--- src/rtl/twi_rb_pkg.sv ---
package twi_rb_pkg;
    localparam logic [3:0] OFF_SFCLK = 4'd0;
    localparam logic [3:0] OFF_HSCLK = 4'd1;
    localparam logic [3:0] OFF_CFG   = 4'd2;
    localparam logic [3:0] OFF_CMD   = 4'd3;
    localparam logic [3:0] OFF_SADDR = 4'd4;
    localparam logic [3:0] OFF_DAT0  = 4'd5;
    localparam logic [3:0] OFF_DAT1  = 4'd6;
    localparam logic [3:0] OFF_STS   = 4'd7;
    localparam logic [3:0] OFF_MSK   = 4'd8;
    localparam logic [3:0] OFF_BUSY  = 4'd9;

    localparam logic [15:0] CLK_KEEP  = 16'hF3FF;
    localparam logic [15:0] CLK_RESET = 16'h301F;
    localparam logic [15:0] CFG_KEEP  = 16'hFFF3;
    localparam logic [15:0] CFG_RESET = 16'h3302;

    typedef enum logic [1:0] {
        ST_IDLE   = 2'd0,
        ST_LAUNCH = 2'd1,
        ST_WAIT   = 2'd2
    } ctl_state_e;
endpackage

--- src/rtl/twi_rb_ctrl.sv ---
module twi_rb_ctrl
    import twi_rb_pkg::*;
#(
    parameter int CMD_W = 10
) (
    input  logic             clk,
    input  logic             rst_n,
    input  logic             cmd_wr,
    input  logic [CMD_W-1:0] cmd_val,
    input  logic             eng_done,
    output logic             eng_start,
    output logic             busy,
    output logic             complete,
    output logic [CMD_W-1:0] cmd_q
);
    ctl_state_e state_q, state_d;
    logic       accept;

    always_ff @(posedge clk or negedge rst_n) begin
        if (!rst_n) state_q <= ST_IDLE;
        else        state_q <= state_d;
    end

    always_comb begin
        state_d = state_q;
        unique case (state_q)
            ST_IDLE:   if (cmd_wr) state_d = ST_LAUNCH;
            ST_LAUNCH: state_d = ST_WAIT;
            ST_WAIT:   if (eng_done) state_d = ST_IDLE;
            default:   state_d = ST_IDLE;
        endcase
    end

    always_comb begin
        eng_start = (state_q == ST_LAUNCH);
        busy      = (state_q != ST_IDLE);
        complete  = (state_q == ST_WAIT) && eng_done;
        accept    = (state_q == ST_IDLE) && cmd_wr;
    end

    always_ff @(posedge clk or negedge rst_n) begin
        if (!rst_n)      cmd_q <= '0;
        else if (accept) cmd_q <= cmd_val;
    end
endmodule

--- src/rtl/twi_rb_status.sv ---
module twi_rb_status #(
    parameter int N_ERR = 4,
    localparam int STS_W = N_ERR + 1
) (
    input  logic             clk,
    input  logic             rst_n,
    input  logic             sts_wr,
    input  logic             msk_wr,
    input  logic [STS_W-1:0] wbits,
    input  logic             complete,
    input  logic [N_ERR-1:0] eng_err,
    output logic [STS_W-1:0] sts_q,
    output logic [STS_W-1:0] msk_q,
    output logic             irq
);
    logic [STS_W-1:0] clr_bits;
    logic [STS_W-1:0] set_bits;
    logic [STS_W-1:0] sts_d;

    always_comb begin
        clr_bits = sts_wr   ? wbits : '0;
        set_bits = complete ? {eng_err, 1'b1} : '0;
        sts_d    = (sts_q & ~clr_bits) | set_bits;
    end

    always_ff @(posedge clk or negedge rst_n) begin
        if (!rst_n) begin
            sts_q <= '0;
            msk_q <= '0;
        end else begin
            sts_q <= sts_d;
            if (msk_wr) msk_q <= wbits;
        end
    end

    assign irq = |(sts_q & msk_q);
endmodule

--- src/rtl/twi_rb_cfg.sv ---
module twi_rb_cfg
    import twi_rb_pkg::*;
#(
    parameter int DATA_W  = 32,
    parameter int SADDR_W = 10,
    parameter int N_CLK   = 2
) (
    input  logic                clk,
    input  logic                rst_n,
    input  logic                wr_en,
    input  logic [3:0]          word_sel,
    input  logic [DATA_W-1:0]   wdata,
    input  logic                complete,
    input  logic [2*DATA_W-1:0] eng_rdata,
    output logic [15:0]         clk_img [N_CLK],
    output logic [15:0]         cfg_img,
    output logic [SADDR_W-1:0]  saddr_q,
    output logic [DATA_W-1:0]   dat0_q,
    output logic [DATA_W-1:0]   dat1_q
);
    for (genvar i = 0; i < N_CLK; i++) begin : g_clkreg
        localparam logic [3:0] MY_OFF = OFF_SFCLK + 4'(i);
        always_ff @(posedge clk or negedge rst_n) begin
            if (!rst_n)
                clk_img[i] <= CLK_RESET;
            else if (wr_en && word_sel == MY_OFF)
                clk_img[i] <= wdata[15:0] & CLK_KEEP;
        end
    end

    always_ff @(posedge clk or negedge rst_n) begin
        if (!rst_n) begin
            cfg_img <= CFG_RESET;
            saddr_q <= '0;
        end else if (wr_en) begin
            if (word_sel == OFF_CFG)   cfg_img <= wdata[15:0] & CFG_KEEP;
            if (word_sel == OFF_SADDR) saddr_q <= wdata[SADDR_W-1:0];
        end
    end

    always_ff @(posedge clk or negedge rst_n) begin
        if (!rst_n) begin
            dat0_q <= '0;
            dat1_q <= '0;
        end else if (complete) begin
            dat0_q <= eng_rdata[DATA_W-1:0];
            dat1_q <= eng_rdata[2*DATA_W-1:DATA_W];
        end else if (wr_en) begin
            if (word_sel == OFF_DAT0) dat0_q <= wdata;
            if (word_sel == OFF_DAT1) dat1_q <= wdata;
        end
    end
endmodule

--- src/rtl/twi_regbank.sv ---
module twi_regbank
    import twi_rb_pkg::*;
#(
    parameter int DATA_W  = 32,
    parameter int SADDR_W = 10,
    parameter int CMD_W   = 10,
    parameter int N_ERR   = 4,
    localparam int STS_W  = N_ERR + 1
) (
    input  logic                clk,
    input  logic                rst_n,
    input  logic                reg_wr,
    input  logic [5:0]          reg_addr,
    input  logic [DATA_W-1:0]   reg_wdata,
    output logic [DATA_W-1:0]   reg_rdata,
    output logic                irq,
    output logic                eng_start,
    output logic [CMD_W-1:0]    eng_cmd,
    output logic [SADDR_W-1:0]  eng_saddr,
    output logic [2*DATA_W-1:0] eng_wdata,
    output logic [15:0]         eng_sf_clk,
    output logic [15:0]         eng_hs_clk,
    output logic [15:0]         eng_cfg,
    input  logic                eng_done,
    input  logic [N_ERR-1:0]    eng_err,
    input  logic [2*DATA_W-1:0] eng_rdata
);
    localparam logic [CMD_W-1:0] CMD_KEEP = CMD_W'(10'h377);

    logic [3:0]        word_sel;
    logic              busy_w;
    logic              complete_w;
    logic              sts_wr;
    logic              msk_wr;
    logic              cmd_wr;
    logic [STS_W-1:0]  sts_q;
    logic [STS_W-1:0]  msk_q;
    logic [15:0]       clk_img [2];
    logic [15:0]       cfg_img;
    logic [DATA_W-1:0] dat0_q;
    logic [DATA_W-1:0] dat1_q;
    logic              unused_addr_bits;

    assign word_sel         = reg_addr[5:2];
    assign unused_addr_bits = ^reg_addr[1:0];
    assign cmd_wr           = reg_wr && (word_sel == OFF_CMD);
    assign sts_wr           = reg_wr && (word_sel == OFF_STS);
    assign msk_wr           = reg_wr && (word_sel == OFF_MSK);

    twi_rb_ctrl #(.CMD_W(CMD_W)) u_ctl (
        .clk      (clk),
        .rst_n    (rst_n),
        .cmd_wr   (cmd_wr),
        .cmd_val  (reg_wdata[CMD_W-1:0] & CMD_KEEP),
        .eng_done (eng_done),
        .eng_start(eng_start),
        .busy     (busy_w),
        .complete (complete_w),
        .cmd_q    (eng_cmd)
    );

    twi_rb_status #(.N_ERR(N_ERR)) u_sts (
        .clk     (clk),
        .rst_n   (rst_n),
        .sts_wr  (sts_wr),
        .msk_wr  (msk_wr),
        .wbits   (reg_wdata[STS_W-1:0]),
        .complete(complete_w),
        .eng_err (eng_err),
        .sts_q   (sts_q),
        .msk_q   (msk_q),
        .irq     (irq)
    );

    twi_rb_cfg #(.DATA_W(DATA_W), .SADDR_W(SADDR_W), .N_CLK(2)) u_cfg (
        .clk      (clk),
        .rst_n    (rst_n),
        .wr_en    (reg_wr),
        .word_sel (word_sel),
        .wdata    (reg_wdata),
        .complete (complete_w),
        .eng_rdata(eng_rdata),
        .clk_img  (clk_img),
        .cfg_img  (cfg_img),
        .saddr_q  (eng_saddr),
        .dat0_q   (dat0_q),
        .dat1_q   (dat1_q)
    );

    assign eng_sf_clk = clk_img[0];
    assign eng_hs_clk = clk_img[1];
    assign eng_cfg    = cfg_img;
    assign eng_wdata  = {dat1_q, dat0_q};

    always_comb begin
        reg_rdata = '0;
        unique case (word_sel)
            OFF_SFCLK: reg_rdata = DATA_W'(clk_img[0]);
            OFF_HSCLK: reg_rdata = DATA_W'(clk_img[1]);
            OFF_CFG:   reg_rdata = DATA_W'(cfg_img);
            OFF_CMD:   reg_rdata = DATA_W'(eng_cmd);
            OFF_SADDR: reg_rdata = DATA_W'(eng_saddr);
            OFF_DAT0:  reg_rdata = dat0_q;
            OFF_DAT1:  reg_rdata = dat1_q;
            OFF_STS:   reg_rdata = DATA_W'(sts_q);
            OFF_MSK:   reg_rdata = DATA_W'(msk_q);
            OFF_BUSY:  reg_rdata = DATA_W'(busy_w);
            default:   reg_rdata = '0;
        endcase
    end
endmodule

--- config.mk ---
export PLATFORM = sky130hd
export DESIGN_NAME = twi_regbank
export DESIGN_NICKNAME = d
export VERILOG_FILES = /design/src/rtl/twi_rb_pkg.sv /design/src/rtl/twi_rb_ctrl.sv /design/src/rtl/twi_rb_status.sv /design/src/rtl/twi_rb_cfg.sv /design/src/rtl/twi_regbank.sv
export SDC_FILE = /design/constraint.sdc
export NUM_CORES = 1
export LEC_CHECK = 0
export BUFFER_PORTS_ARGS = -buffer_cell sky130_fd_sc_hd__buf_2
export CAP_MARGIN = 20
export CORE_ASPECT_RATIO = 2
export CORE_MARGIN = 4
export CORE_UTILIZATION = 30
export CTS_CLUSTER_SIZE = 14
export DETAILED_ROUTE_END_ITERATION = 16
export GPL_ROUTABILITY_DRIVEN = 0
export SYNTH_ARGS = -nofsm -noshare
export SYNTH_HDL_FRONTEND = slang
export SYNTH_SLANG_ARGS = --single-unit
export TNS_END_PERCENT = 1
--- constraint.sdc ---
create_clock -name clk -period 2.9 [get_ports clk]
set_input_delay 0.145 -clock clk [delete_from_list [all_inputs] [get_ports clk]]
set_output_delay 0.145 -clock clk [all_outputs]
set_load 0.01 [all_outputs]
=== Word level (Yosys, flattened, before mapping) ===
Cells that the tools add are included.

* Bits of input ports: 110
* Register bits: 136
* Output and inout bits: 166

* Bitwise operators: 4
* Reductions and logical operators: 19
* Equal/unequal tests: 13
* Muxes and demuxes: 12

{| class="wikitable"
|+ Operator list
! cell !! count
|-
| one-hot mux 32 bit (10 select lines) || 1
|-
| two-way mux 32 bit || 6
|-
| == test 4 x 3 -> 1 bit (second input constant) || 4
|-
| bitwise AND 5 bit || 2
|-
| two-way mux 5 bit || 2
|-
| AND reduction 2 bit || 5
|-
| == test 4 x 2 -> 1 bit (second input constant) || 2
|-
| == test 4 bit (second input constant) || 2
|-
| nonzero test 2 bit || 4
|-
| logical AND 1 bit || 7
|-
| one-hot mux 2 bit (3 select lines) || 1
|-
| NOT 5 bit || 1
|-
| OR 5 bit || 1
|-
| OR reduction 5 bit || 1
|-
| == test 4 x 1 -> 1 bit (second input constant) || 1
|-
| zero test 4 bit || 1
|-
| two-way mux 2 bit || 2
|-
| == test 2 x 1 -> 1 bit (second input constant) || 1
|-
| == test 2 bit (second input constant) || 1
|-
| zero test 2 bit || 1
|-
| inequality test 2 x 1 -> 1 bit (second input constant) || 1
|-
| inequality test 2 bit (second input constant) || 1
|}

=== Depth between registers and ports, before layout ===
Gate-level depths: netlist of run 1.

* Word-level depth: 6
* Gate-level depth with buffers: 6

=== By module ===
Synthesis of run 1 repeated with hierarchy kept, for this count alone.

* Cells, all modules: 727
* Area, all modules: 7543.5 um^2

{| class="wikitable"
|+ Modules (own cells, without submodules)
! module !! area an instance (um^2) !! times used !! cells each !! sequential area each (um^2)
|-
| twi_rb_cfg || 5278.8 || 1 || 487 || 2926.6
|-
| twi_regbank || 1402.6 || 1 || 183 || 0.0
|-
| twi_rb_ctrl || 473.0 || 1 || 29 || 300.3
|-
| twi_rb_status || 389.1 || 1 || 28 || 250.2
|}

=== Worst setup path after synthesis of run 1 ===
No wires, ideal clock.

* Kind: input -> output
* From: in reg_addr[3]
* To: out reg_rdata[6]
* Arrival: 1.325 ns
* Path buffers: 2
* Cell stages on the path: 5
* Setup slack: 1.430 ns
* Path through: buf_4 buf_2 mux2_2 a222oi_1 o21ai_0

* Cells in the longest elaborated chain, start to end: 2
* Elaborated cells on any way between the ends: 11
* Those cells by class: eq/ne (9); mux (1); reduce/logical (1)

{| class="wikitable"
|+ Ends and longest elaborated chain
! element !! line !! source
|-
| start, declared || twi_regbank.sv:13 || <nowiki>input logic [5:0] reg_addr,</nowiki>
|-
| == test 4 bit, or another cell as far along || twi_regbank.sv:97 || <nowiki>unique case (word_sel)</nowiki>
|-
| one-hot mux 32 bit (10 select lines) (*) || twi_regbank.sv:97 ||
|-
| end, declared || twi_regbank.sv:15 || <nowiki>output logic [DATA_W-1:0] reg_rdata,</nowiki>
|}

Every way passes the cells marked *; elsewhere a longest branch is shown, timed or not.

=== Final worst setup path of run 1 ===
* From: in reg_addr[4]
* To: reg u_cfg.dat1_q[25]

* Cells in the longest elaborated chain, start to end: 3

{| class="wikitable"
|+ Ends and longest elaborated chain
! element !! line !! source
|-
| == test 4 x 3 -> 1 bit || twi_rb_cfg.sv:50 || <nowiki>if (word_sel == OFF_DAT1) dat1_q <= wdata;</nowiki>
|-
| nonzero test 2 bit (no source line) || n/a ||
|-
| AND reduction 2 bit (no source line) || n/a ||
|-
| end signal, assigned || twi_rb_cfg.sv:47 || <nowiki>dat1_q <= eng_rdata[2*DATA_W-1:DATA_W];</nowiki>
|-
| end signal, assigned || twi_rb_cfg.sv:50 ||
|-
| end, declared || twi_rb_cfg.sv:19 || <nowiki>output logic [DATA_W-1:0] dat1_q</nowiki>
|}

No other way between the ends.
A chain may end at the register's enable or synchronous reset.

==> out/summary.txt, run 1 <==
RSZ-0062 raised after global routing -> no
PD cells -> 723 nW/µm²
final net count -> 1061
Buffers on Ports -> 265
hold path depth -> 3
WP buf/inv -> 4
initial antenna violation count -> 1
met1 WL -> 9040 µm
GRT overflow -> 0
via count -> 6366
clk buf depth -> 2
Num CTS Buffers -> 17
Int Power -> 4.85 mW
Post-Route WL -> 26600 µm
Synth area leaders -> dfrtp_1, mux2_2, mux2i_1
first-pass GRT wire length -> 40300 µm
Setup TNS -> 0 ps
Critical Path RT -> 3210 ps
Worst Path Arrival -> 2570 ps
post-synth top area share -> 42.4%
CP peak stage delay -> 590 ps
# fillers -> 2227
Slew HR -> 30.2%
synthesized instance count -> 613
synthesis warning total -> 0
Synth Area in Compound Gates -> 13.6%
Period Utilization, post-route -> 77.8%
Die Y -> 223 µm
RR Endpoint -> u_cfg.dat1_q[25]
GRT Overall Usage -> 20.9%
worst slew pin tran -> 1050 ps
htree depth -> 4
Main synth FF type -> dfrtp_1
type of the most critical hold path -> in2reg
Peak Freq -> 0.443 GHz
max cap viols -> 0
DRC Markers -> 0
NetSw -> 2.36 mW
Sinks on Clock Net -> 136
area growth from synthesis to layout -> 44.4%
Std-Cell Rows -> 78
P_leak -> 4.55 nW
Die ar. -> 25700 µm²
Critical Path Slowest Stage Cell -> dlygate4sd3_1
IO Pins -> 276
met3 wire len -> 1590 µm
kind of cell adding the most delay to the critical path -> buffers and inverters
# Post-CTS Setup Buffers -> 0
worst reg2reg setup slack -> 710 ps
CP Cell Sequence -> buf_2 > buf_4 > nand3b_4 > nor2_4 > buf_12 > mux2i_1 > o21ai_0 > dlygate4sd3_1
dpl hpwl -> 19400 µm
Netlist cell types -> 55
min cycle time layout -> 2260 ps
Hold Vio Cnt, Final -> 0
hold_sp -> reg_wdata[17]
Post-synth EDFFs -> 0
# resized after CTS -> 0
final setup vio count -> 0
Synth Register Bits -> 136
WHS Endpoint -> u_cfg.dat0_q[17]
fraction of registers with async set/reset -> 100%
Crit Reg-Reg Startpoint -> u_ctl.state_q[0]
Core ar. -> 22600 µm²
Slew Limit Fails -> 0
Die Wd -> 115 µm
Clk network pwr share -> 32.9%
placed cell area -> 8520 µm²
post-synthesis sequential area ratio -> 49.6%
Util after Layout -> 44.0%
Routed Antenna Nets -> 0
Starting Density -> 30.5%
status -> finished clean
Synth Area in Adders -> 0%
Worst-Skew Late Latency -> 430 ps
Worst R2R Path Depth -> 4
commonest cells after routing, fill and taps aside -> buf_2, dfrtp_1, dlygate4sd3_1
CP Capture Type -> register
Synth area leader -> dfrtp_1
Root Buffer -> clkbuf_16
Max IR drop VDD -> 434 µV
Seq pwr share -> 40.3%
Synth Area per Inst -> 11.3 µm²
post-synthesis xor/xnor area fraction -> 0%
DR WL met2 -> 14500 µm
max layer used -> met4
WL per Instance -> 21.4 µm
skew final -> 5.24 ps
vias in the first global route -> 6937
simple-gate share of the synthesized area -> 10.2%
final instance area -> 9970 µm²
via/cell ratio -> 5.11
Sw Ratio -> 32.7%
critical path class -> in2reg
Combinational Power Share -> 26.8%
CTS tree -> done
startpoint types -> input port
commonest non-fill, non-tap cell in the layout -> buf_2
post-synthesis mux area share -> 22.4%
largest fanout on the critical path -> 29
combinational family with the most area after synthesis -> multiplexers
layout cell share with drive strength beyond 1 -> 43.8%
1st-pass router iterations -> 5
largest net degree at the start of global routing -> 72
hold-fix buffers at CTS -> 81
synthesized area -> 6910 µm²
DR iter-0 viols -> 230
Clock transition at path regs -> 70 ps
==> Yosys cell counts (all sizes together) (2+ instances only) <==
| master | number |
|---|---|
| a21oi | 7 |
| a221o | 4 |
| a222oi | 3 |
| a22o | 28 |
| a22oi | 10 |
| a32oi | 7 |
| and3 | 4 |
| buf | 38 |
| clkbuf | 14 |
| dfrtp | 117 |
| dfstp | 19 |
| mux2 | 72 |
| mux2i | 71 |
| nand2 | 80 |
| nand2b | 3 |
| nand3 | 6 |
| nand3b | 2 |
| nor2 | 14 |
| nor2b | 12 |
| nor3 | 8 |
| nor3b | 4 |
| o2111ai | 2 |
| o21ai | 66 |
| o22ai | 2 |
| or2 | 2 |
==> final cells by class <==
| cell class | count | area (µm²) | area share, % |
|---|---|---|---|
| sequential | 136 | 3430 | 34.4 |
| multi-input combinational | 431 | 3220 | 32.3 |
| timing repair buffer | 364 | 2330 | 23.4 |
| clock buffer | 17 | 425 | 4.27 |
| tap | 280 | 350 | 3.51 |
| clock inverter | 15 | 215 | 2.16 |
| inverter | 1 | 3.75 | 0.0376 |
| antenna | 1 | 2.50 | 0.0251 |
==> worst reg2reg max path, stage by stage (launching register included) <==
cell and delay (ps):
dfrtp_1 400, and3b_4 580, buf_12 300, o21ai_0 200, dlygate4sd3_1 590
==> power by group through the flow <==
stage	Combinational (mW)	Clock [mW]	Sequential [mW]
5_1_grt	2.10	2.51	2.97
6_report	1.93	2.38	2.91
3_3_place_gp	1.79	0	2.92
3_5_place_dp	1.82	0	2.93
2_1_floorplan	0.713	0	3.03
4_1_cts	1.95	2.44	2.91
==> per-stage QoR <==
step                setup WS, ps  hold WS [ps]  instances  power (mW)
floorplan                   1430          -151        620        3.74
global placement             722          98.5       1131        4.71
detailed placement           728          99.6       1131        4.75
CTS                          712        0.0550       1244        7.29
global route                 550          19.6       1245        7.58
finish                       644          23.5       1245        7.21
==> worst max-delay path by stage <==
stage	from	to	slack [ps]	cells after the start
2_1_floorplan	reg_addr[3]	reg_rdata[6]	1430	5
3_3_place_gp	reg_addr[5]	reg_rdata[7]	720	5
3_5_place_dp	reg_addr[2]	reg_rdata[7]	730	5
4_1_cts	reg_addr[4]	u_cfg.dat1_q[16]	710	8
5_1_grt	reg_addr[4]	u_cfg.dat1_q[18]	550	8
6_report	reg_addr[4]	u_cfg.dat1_q[25]	640	8
==> kinds of logic (layout without fill, tap and decap cells) <==
group / after synthesis / in the layout
mux: 144 / 144
compound gates: 140 / 140
simple gates: 139 / 139
flops: 136 / 136
buf+inv: 53 / 397
other cells: 1 / 9
==> flip-flops by register name, summed over array words and instances, names as in the netlist <==
| register | flops |
|---|---|
| u_ctl.state_q | 2 |
| u_cfg.dat1_q | 32 |
| u_sts.sts_q | 5 |
| u_cfg.saddr_q | 10 |
| u_cfg.clk_img | 28 |
| u_ctl.cmd_q | 8 |
| u_cfg.cfg_img | 14 |
| u_cfg.dat0_q | 32 |
| u_sts.msk_q | 5 |
==> routing by layer <==
| layer | vias up | global-route usage, % |
|---|---|---|
| met3 | 84 | 5.21 |
| met1 | 3126 | 21.2 |
| met4 | 0 | 12.7 |
| li1 | 2900 | - |
| met2 | 256 | 37.2 |
| met5 | - | 0 |
Note: power is estimated with default switching activity, not from simulation.
==> inputs of run 2 (changes only) <==
clock period = 2.3 ns   (was 2.9 ns; I/O delays follow)
==> run 2 against run 1 <==
Sequential share of layout area is 1.4 points lower. Setup slack got worse by 450 ps. Critical path depth down 4. First-iteration DRC count is 17% higher. Combinational power increased by 37%. Wire length rose by 0.48%. Worst hold slack lost 12 ps. Via count increased by 2.4%. Count of clock-buffer cells in the layout grew 1. Sequential power grew 26%. Largest cell class unchanged.
==> out/summary.txt, run 2 (synthesis gave the netlist of run 1 again) <==
status -> finished clean
via count -> 6521 (+2.4%)
hold path depth -> 3 (unchanged)
startpoint types -> register
WL per Instance -> 20.8 µm (-2.9%)
Clock transition at path regs -> 60 ps (about the same)
Period Utilization, post-route -> 91.7%
Total Power -> 9.15 mW (+27%)
placed cell area -> 8670 µm² (+1.8%)
Post-Route WL -> 26800 µm (+0.48%)
Crit Reg-Reg Startpoint -> u_ctl.state_q[0]
vias in the first global route -> 6873 (-0.92%)
Starting Density -> 30.5% (unchanged)
max cap viols -> 0 (unchanged)
Num CTS Buffers -> 17 (unchanged)
Die Y -> 223 µm (unchanged)
Worst R2R Path Depth -> 4 (unchanged)
clk buf depth -> 2 (unchanged)
area growth from synthesis to layout -> 50.4%
DR iter-0 viols -> 268 (+17%)
Critical Path RT -> 2610 ps (-600 ps)
commonest non-fill, non-tap cell in the layout -> buf_2
commonest cells after routing, fill and taps aside -> buf_2, dfrtp_1, dlygate4sd3_1
Peak Freq -> 0.474 GHz
Die Wd -> 115 µm (unchanged)
1st-pass router iterations -> 5 (unchanged)
GRT Overall Usage -> 21.1% (+0.21 points)
GRT overflow -> 0 (unchanged)
worst reg2reg setup slack -> 190 ps (-520 ps)
Slew HR -> 31.9% (+1.6 points)
first-pass GRT wire length -> 40700 µm (+0.80%)
hold_sp -> reg_wdata[17]
CTS tree -> done
final instance area -> 10400 µm² (+4.2%)
WHS -> 11.9 ps (-11.6 ps)
Routed Antenna Nets -> 0 (unchanged)
P_leak -> 4.74 nW (+4.2%)
final net count -> 1104 (+4.1%)
largest net degree at the start of global routing -> 63 (-13%)
type of the most critical hold path -> in2reg
htree depth -> 4 (unchanged)
Max IR drop VDD -> 659 µV (+52%)
Util after Layout -> 45.9% (+1.8 points)
dpl hpwl -> 19600 µm (+0.72%)
Std-Cell Rows -> 78 (unchanged)
Buffers on Ports -> 265 (unchanged)
biggest regs -> u_cfg.dat0_q x32, u_cfg.dat1_q x32, u_cfg.clk_img x28
# fillers -> 2187 (-1.8%)
Sinks on Clock Net -> 136 (unchanged)
Hold Vio Cnt, Final -> 0 (unchanged)
Worst-Skew Late Latency -> 440 ps (about the same)
Setup TNS -> 0 ps (unchanged)
CP Capture Type -> register
skew final -> 13.0 ps (+7.78 ps)
RR Endpoint -> u_cfg.dat1_q[21]
min cycle time layout -> 2110 ps
critical path class -> reg2reg
Slew Limit Fails -> 0 (unchanged)
via/cell ratio -> 5.06 (-0.98%)
layout cell share with drive strength beyond 1 -> 43.3% (-0.48 points)
largest fanout on the critical path -> 36 (+24%)
Root Buffer -> clkbuf_16
# Post-CTS Setup Buffers -> 0 (unchanged)
Core ar. -> 22600 µm² (unchanged)
initial antenna violation count -> 1 (unchanged)
Die ar. -> 25700 µm² (unchanged)
RSZ-0062 raised after global routing -> no
WHS Endpoint -> u_cfg.dat0_q[17]
PD cells -> 880 nW/µm² (+22%)
IO Pins -> 276 (unchanged)
DRC Markers -> 0 (unchanged)
# resized after CTS -> 0 (unchanged)
worst slew pin tran -> 1010 ps (-31.1 ps)
final setup vio count -> 0 (unchanged)
Worst Path Arrival -> 2420 ps (-150 ps)
[run 2: changes by cell type in the layout (fill, tap and decap cells not counted), moves of 4 or more]
cell,change
buf_4,+10
clkinv_4,-4
clkinvlp_4,+5
dlygate4sd3_1,+29
buf_12,+4
[run 2: worst max path at each step]
stage / depth (start not counted) / slack, ps / startpoint / to
floorplan: 6 / 860 / u_ctl.state_q[0] / u_cfg.dat1_q[22]
global placement: 5 / 320 / reg_addr[2] / reg_rdata[4]
detailed placement: 5 / 240 / reg_addr[2] / reg_rdata[4]
CTS: 4 / 180 / u_ctl.state_q[0] / u_cfg.dat0_q[27]
global route: 4 / 70 / u_ctl.state_q[0] / u_cfg.dat1_q[30]
finish: 4 / 190 / u_ctl.state_q[0] / u_cfg.dat1_q[21]
[run 2: final cells by class]
type / count / area, µm² / share of cell area (%)
Multi-Input combinational cell: 431 / 3220 / 31.0
Tap cell: 280 / 350 / 3.37
Timing Repair Buffer: 407 / 2770 / 26.7
Sequential cell: 136 / 3430 / 33.0
Clock inverter: 14 / 173 / 1.66
Inverter: 1 / 3.75 / 0.0361
Antenna cell: 1 / 2.50 / 0.0241
Clock buffer: 18 / 439 / 4.23
[run 2: stage by stage]
stage | std cells | worst slack [ps]
6_report | 1288 | 191
5_1_grt | 1288 | 71.7
4_1_cts | 1287 | 183
3_5_place_dp | 1145 | 241
3_3_place_gp | 1145 | 316
2_1_floorplan | 620 | 859
[run 2: worst max-delay path: stages (launching register included)]
cell and delay (ps):
dfrtp_1 390, and3b_4 650, buf_12 250, o21ai_0 110, dlygate4sd3_1 570
[run 2: metal layers]
layer	track usage, %	wire, µm	up-vias
met2	37.7	14500	248
li1	-	-	2981
met4	12.1	1380	0
met3	4.88	1480	73
met1	21.9	9350	3219
met5	0	0	-
[run 2: repair_timing]
action,CTS,global route
setup endpoints to repair,0,0
endpoints found under the hold margin,140,0
hold buffers,110,0
[run 2: where the power goes]
part           internal, mW  leakage (nW)  switching, mW
logic                  1.36          2.82           1.27
clock network          1.74         0.285           1.10
registers              3.08          1.64          0.586
total                  6.19          4.74           2.96
==> inputs of run 3 (changes only) <==
==> constraint.sdc (replaced) <==
create_clock -name clk -period 2.3 [get_ports clk]
set_input_delay 0.46 -clock clk [delete_from_list [all_inputs] [get_ports clk]]
set_output_delay 0.46 -clock clk [all_outputs]
set_load 0.01 [all_outputs]
==> run 3 against run 2 <==
The run now ends with negative setup slack left. Power shrank 3.2%. Register-to-register slack gained 510 ps. Non-clock buffer count shrank 80. Critical path depth grew 2. Utilization shrank 3.7 points. Worst hold slack gained 210 ps. Clock skew shrank 7.3 ps. Global-route usage shrank 0.79 points. Maximum frequency shrank 8.7%. First-iteration DRC count shrank 24%. Count of clock-buffer cells in the layout grew 2. Wire length shrank 2.9%. Critical endpoint is now reg_rdata[4]. Largest cell class unchanged. Largest power group unchanged. Highest routed layer unchanged.
==> out/summary.txt, run 3 (synthesis gave the netlist of run 1 again) <==
hold path depth -> 3 (unchanged)
Max IR drop VDD -> 510 µV (-23%)
P_leak -> 4.43 nW (-6.6%)
Worst R2R Path Depth -> 3 (-1)
Sinks on Clock Net -> 136 (unchanged)
final instance area -> 9560 µm² (-8.0%)
Die Y -> 223 µm (unchanged)
Starting Density -> 30.5% (unchanged)
Clock transition at path regs -> 60 ps (about the same)
Peak Freq -> 0.433 GHz (-8.7%)
Die Wd -> 115 µm (unchanged)
initial antenna violation count -> 2 (+1)
GRT overflow -> 0 (unchanged)
Critical Path Slowest Stage Cell -> mux2_2
Crit Reg-Reg Startpoint -> u_ctl.state_q[0]
CP dominant cell by count -> buf_2
largest fanout on the critical path -> 11 (-69%)
WL per Instance -> 21.5 µm (+3.5%)
vias in the first global route -> 6475 (-5.8%)
1st-pass router iterations -> 5 (unchanged)
Worst Path Arrival -> 1850 ps (-570 ps)
CTS tree -> done
Post-Route WL -> 26000 µm (-2.9%)
biggest regs -> u_cfg.dat0_q x32, u_cfg.dat1_q x32, u_cfg.clk_img x28
DR iter-0 viols -> 203 (-24%)
Routed Antenna Nets -> 0 (unchanged)
Worst-Skew Late Latency -> 440 ps (about the same)
failing checks -> negative setup slack
Slew HR -> 55.8% (+24 points)
placed cell area -> 8910 µm² (+2.7%)
CP peak stage delay -> 350 ps (-300 ps)
Critical Path RT -> 1840 ps (-770 ps)
via/cell ratio -> 5.12 (+1.1%)
Core ar. -> 22600 µm² (unchanged)
Buffers on Ports -> 265 (unchanged)
area growth from synthesis to layout -> 38.4%
Num CTS Buffers -> 17 (unchanged)
worst reg2reg setup slack -> 700 ps (+510 ps)
skew final -> 5.75 ps (-7.28 ps)
setup ws final -> -9.38 ps (-201 ps)
Root Buffer -> clkbuf_16
min cycle time layout -> 2310 ps (+201 ps)
commonest non-fill, non-tap cell in the layout -> buf_2
Place WS -> -186 ps (-427 ps)
clk buf depth -> 2 (unchanged)
GRT Overall Usage -> 20.3% (-0.79 points)
final setup vio count -> 1 (+1)
first-pass GRT wire length -> 38600 µm (-5.1%)
Die ar. -> 25700 µm² (unchanged)
startpoint types -> input port
Hold Vio Cnt, Final -> 0 (unchanged)
via count -> 6188 (-5.1%)
Period Utilization, post-route -> 100% (+8.7 points)
Slew Limit Fails -> 0 (unchanged)
dpl hpwl -> 20100 µm (+2.5%)
RR Endpoint -> u_cfg.dat0_q[18]
critical path class -> in2out
worst slew pin tran -> 660 ps (-354 ps)
WHS Endpoint -> u_cfg.dat1_q[22]
CP Cell Sequence -> buf_2 > buf_4 > mux2_2 > a22oi_1 > o2111ai_1 > buf_2
Std-Cell Rows -> 78 (unchanged)
PD cells -> 926 nW/µm² (+5.1%)
CP Capture Type -> output pin
final net count -> 1024 (-7.2%)
largest net degree at the start of global routing -> 48 (-24%)
commonest cells after routing, fill and taps aside -> buf_2, dfrtp_1, nand2_1
hold_sp -> eng_rdata[54]
layout cell share with drive strength beyond 1 -> 50.4% (+7.1 points)
DRC Markers -> 0 (unchanged)
Setup TNS -> -9.38 ps (-9.38 ps)
htree depth -> 4 (unchanged)
IO Pins -> 276 (unchanged)
type of the most critical hold path -> in2reg
max cap viols -> 0 (unchanged)
status -> finished with violations
-- run 3: worst max path at each step --
stage,from,endpoint,slack (ps)
2_1_floorplan,reg_addr[3],reg_rdata[6],200
4_1_cts,reg_addr[2],reg_rdata[8],9
6_report,reg_addr[3],reg_rdata[4],-9
5_1_grt,u_sts.sts_q[0],reg_rdata[0],-7
3_5_place_dp,reg_addr[4],reg_rdata[7],-190
3_3_place_gp,reg_addr[4],reg_rdata[7],-180
-- run 3: per-layer routing --
layer	vias up	GRT usage, %	wire length [µm]
li1	2836	-	-
met1	3047	20.6	9000
met2	248	36.8	14200
met3	57	5.18	1550
met4	0	10.8	1250
met5	-	0	0
-- run 3: what timing repair did --
action	4_1_cts	5_1_grt
pin swaps	0	1
buffers inserted	0	1
hold buffers	1	0
endpoints found under the hold margin	22	0
resized for setup	3	3
setup endpoints to repair	6	10
-- run 3: critical path, delay by kind of cell --
kind	cells	cell delay, ps
compound gates	2	460
buf+inv	3	580
mux	1	350
-- run 3: cell type report --
| class | instances | area, µm² |
|---|---|---|
| fill | 2309 | 13100 |
| sequential | 136 | 3430 |
| multi-input combinational | 431 | 3230 |
| timing repair buffer | 327 | 1940 |
| clock buffer | 20 | 457 |
| tap | 280 | 350 |
| clock inverter | 12 | 150 |
| antenna | 2 | 5.00 |
| inverter | 1 | 3.75 |
-- run 3: through the flow --
step | util (%) | power (mW) | hold slack (ps) | cells
after floorplan | - | 4.71 | 164 | 620
after global placement | 39.3 | 6.01 | 439 | 1173
after detailed placement | 39.3 | 6.06 | 449 | 1173
after CTS | 42.1 | 8.94 | 205 | 1206
after global routing | 42.2 | 9.28 | 221 | 1209
final | 42.2 | 8.85 | 222 | 1209
-- run 3: power breakdown --
| part | total, mW | internal [mW] | switching (mW) |
|---|---|---|---|
| registers | 3.69 | 3.09 | 0.605 |
| logic | 2.33 | 1.12 | 1.21 |
| clock network | 2.83 | 1.76 | 1.08 |
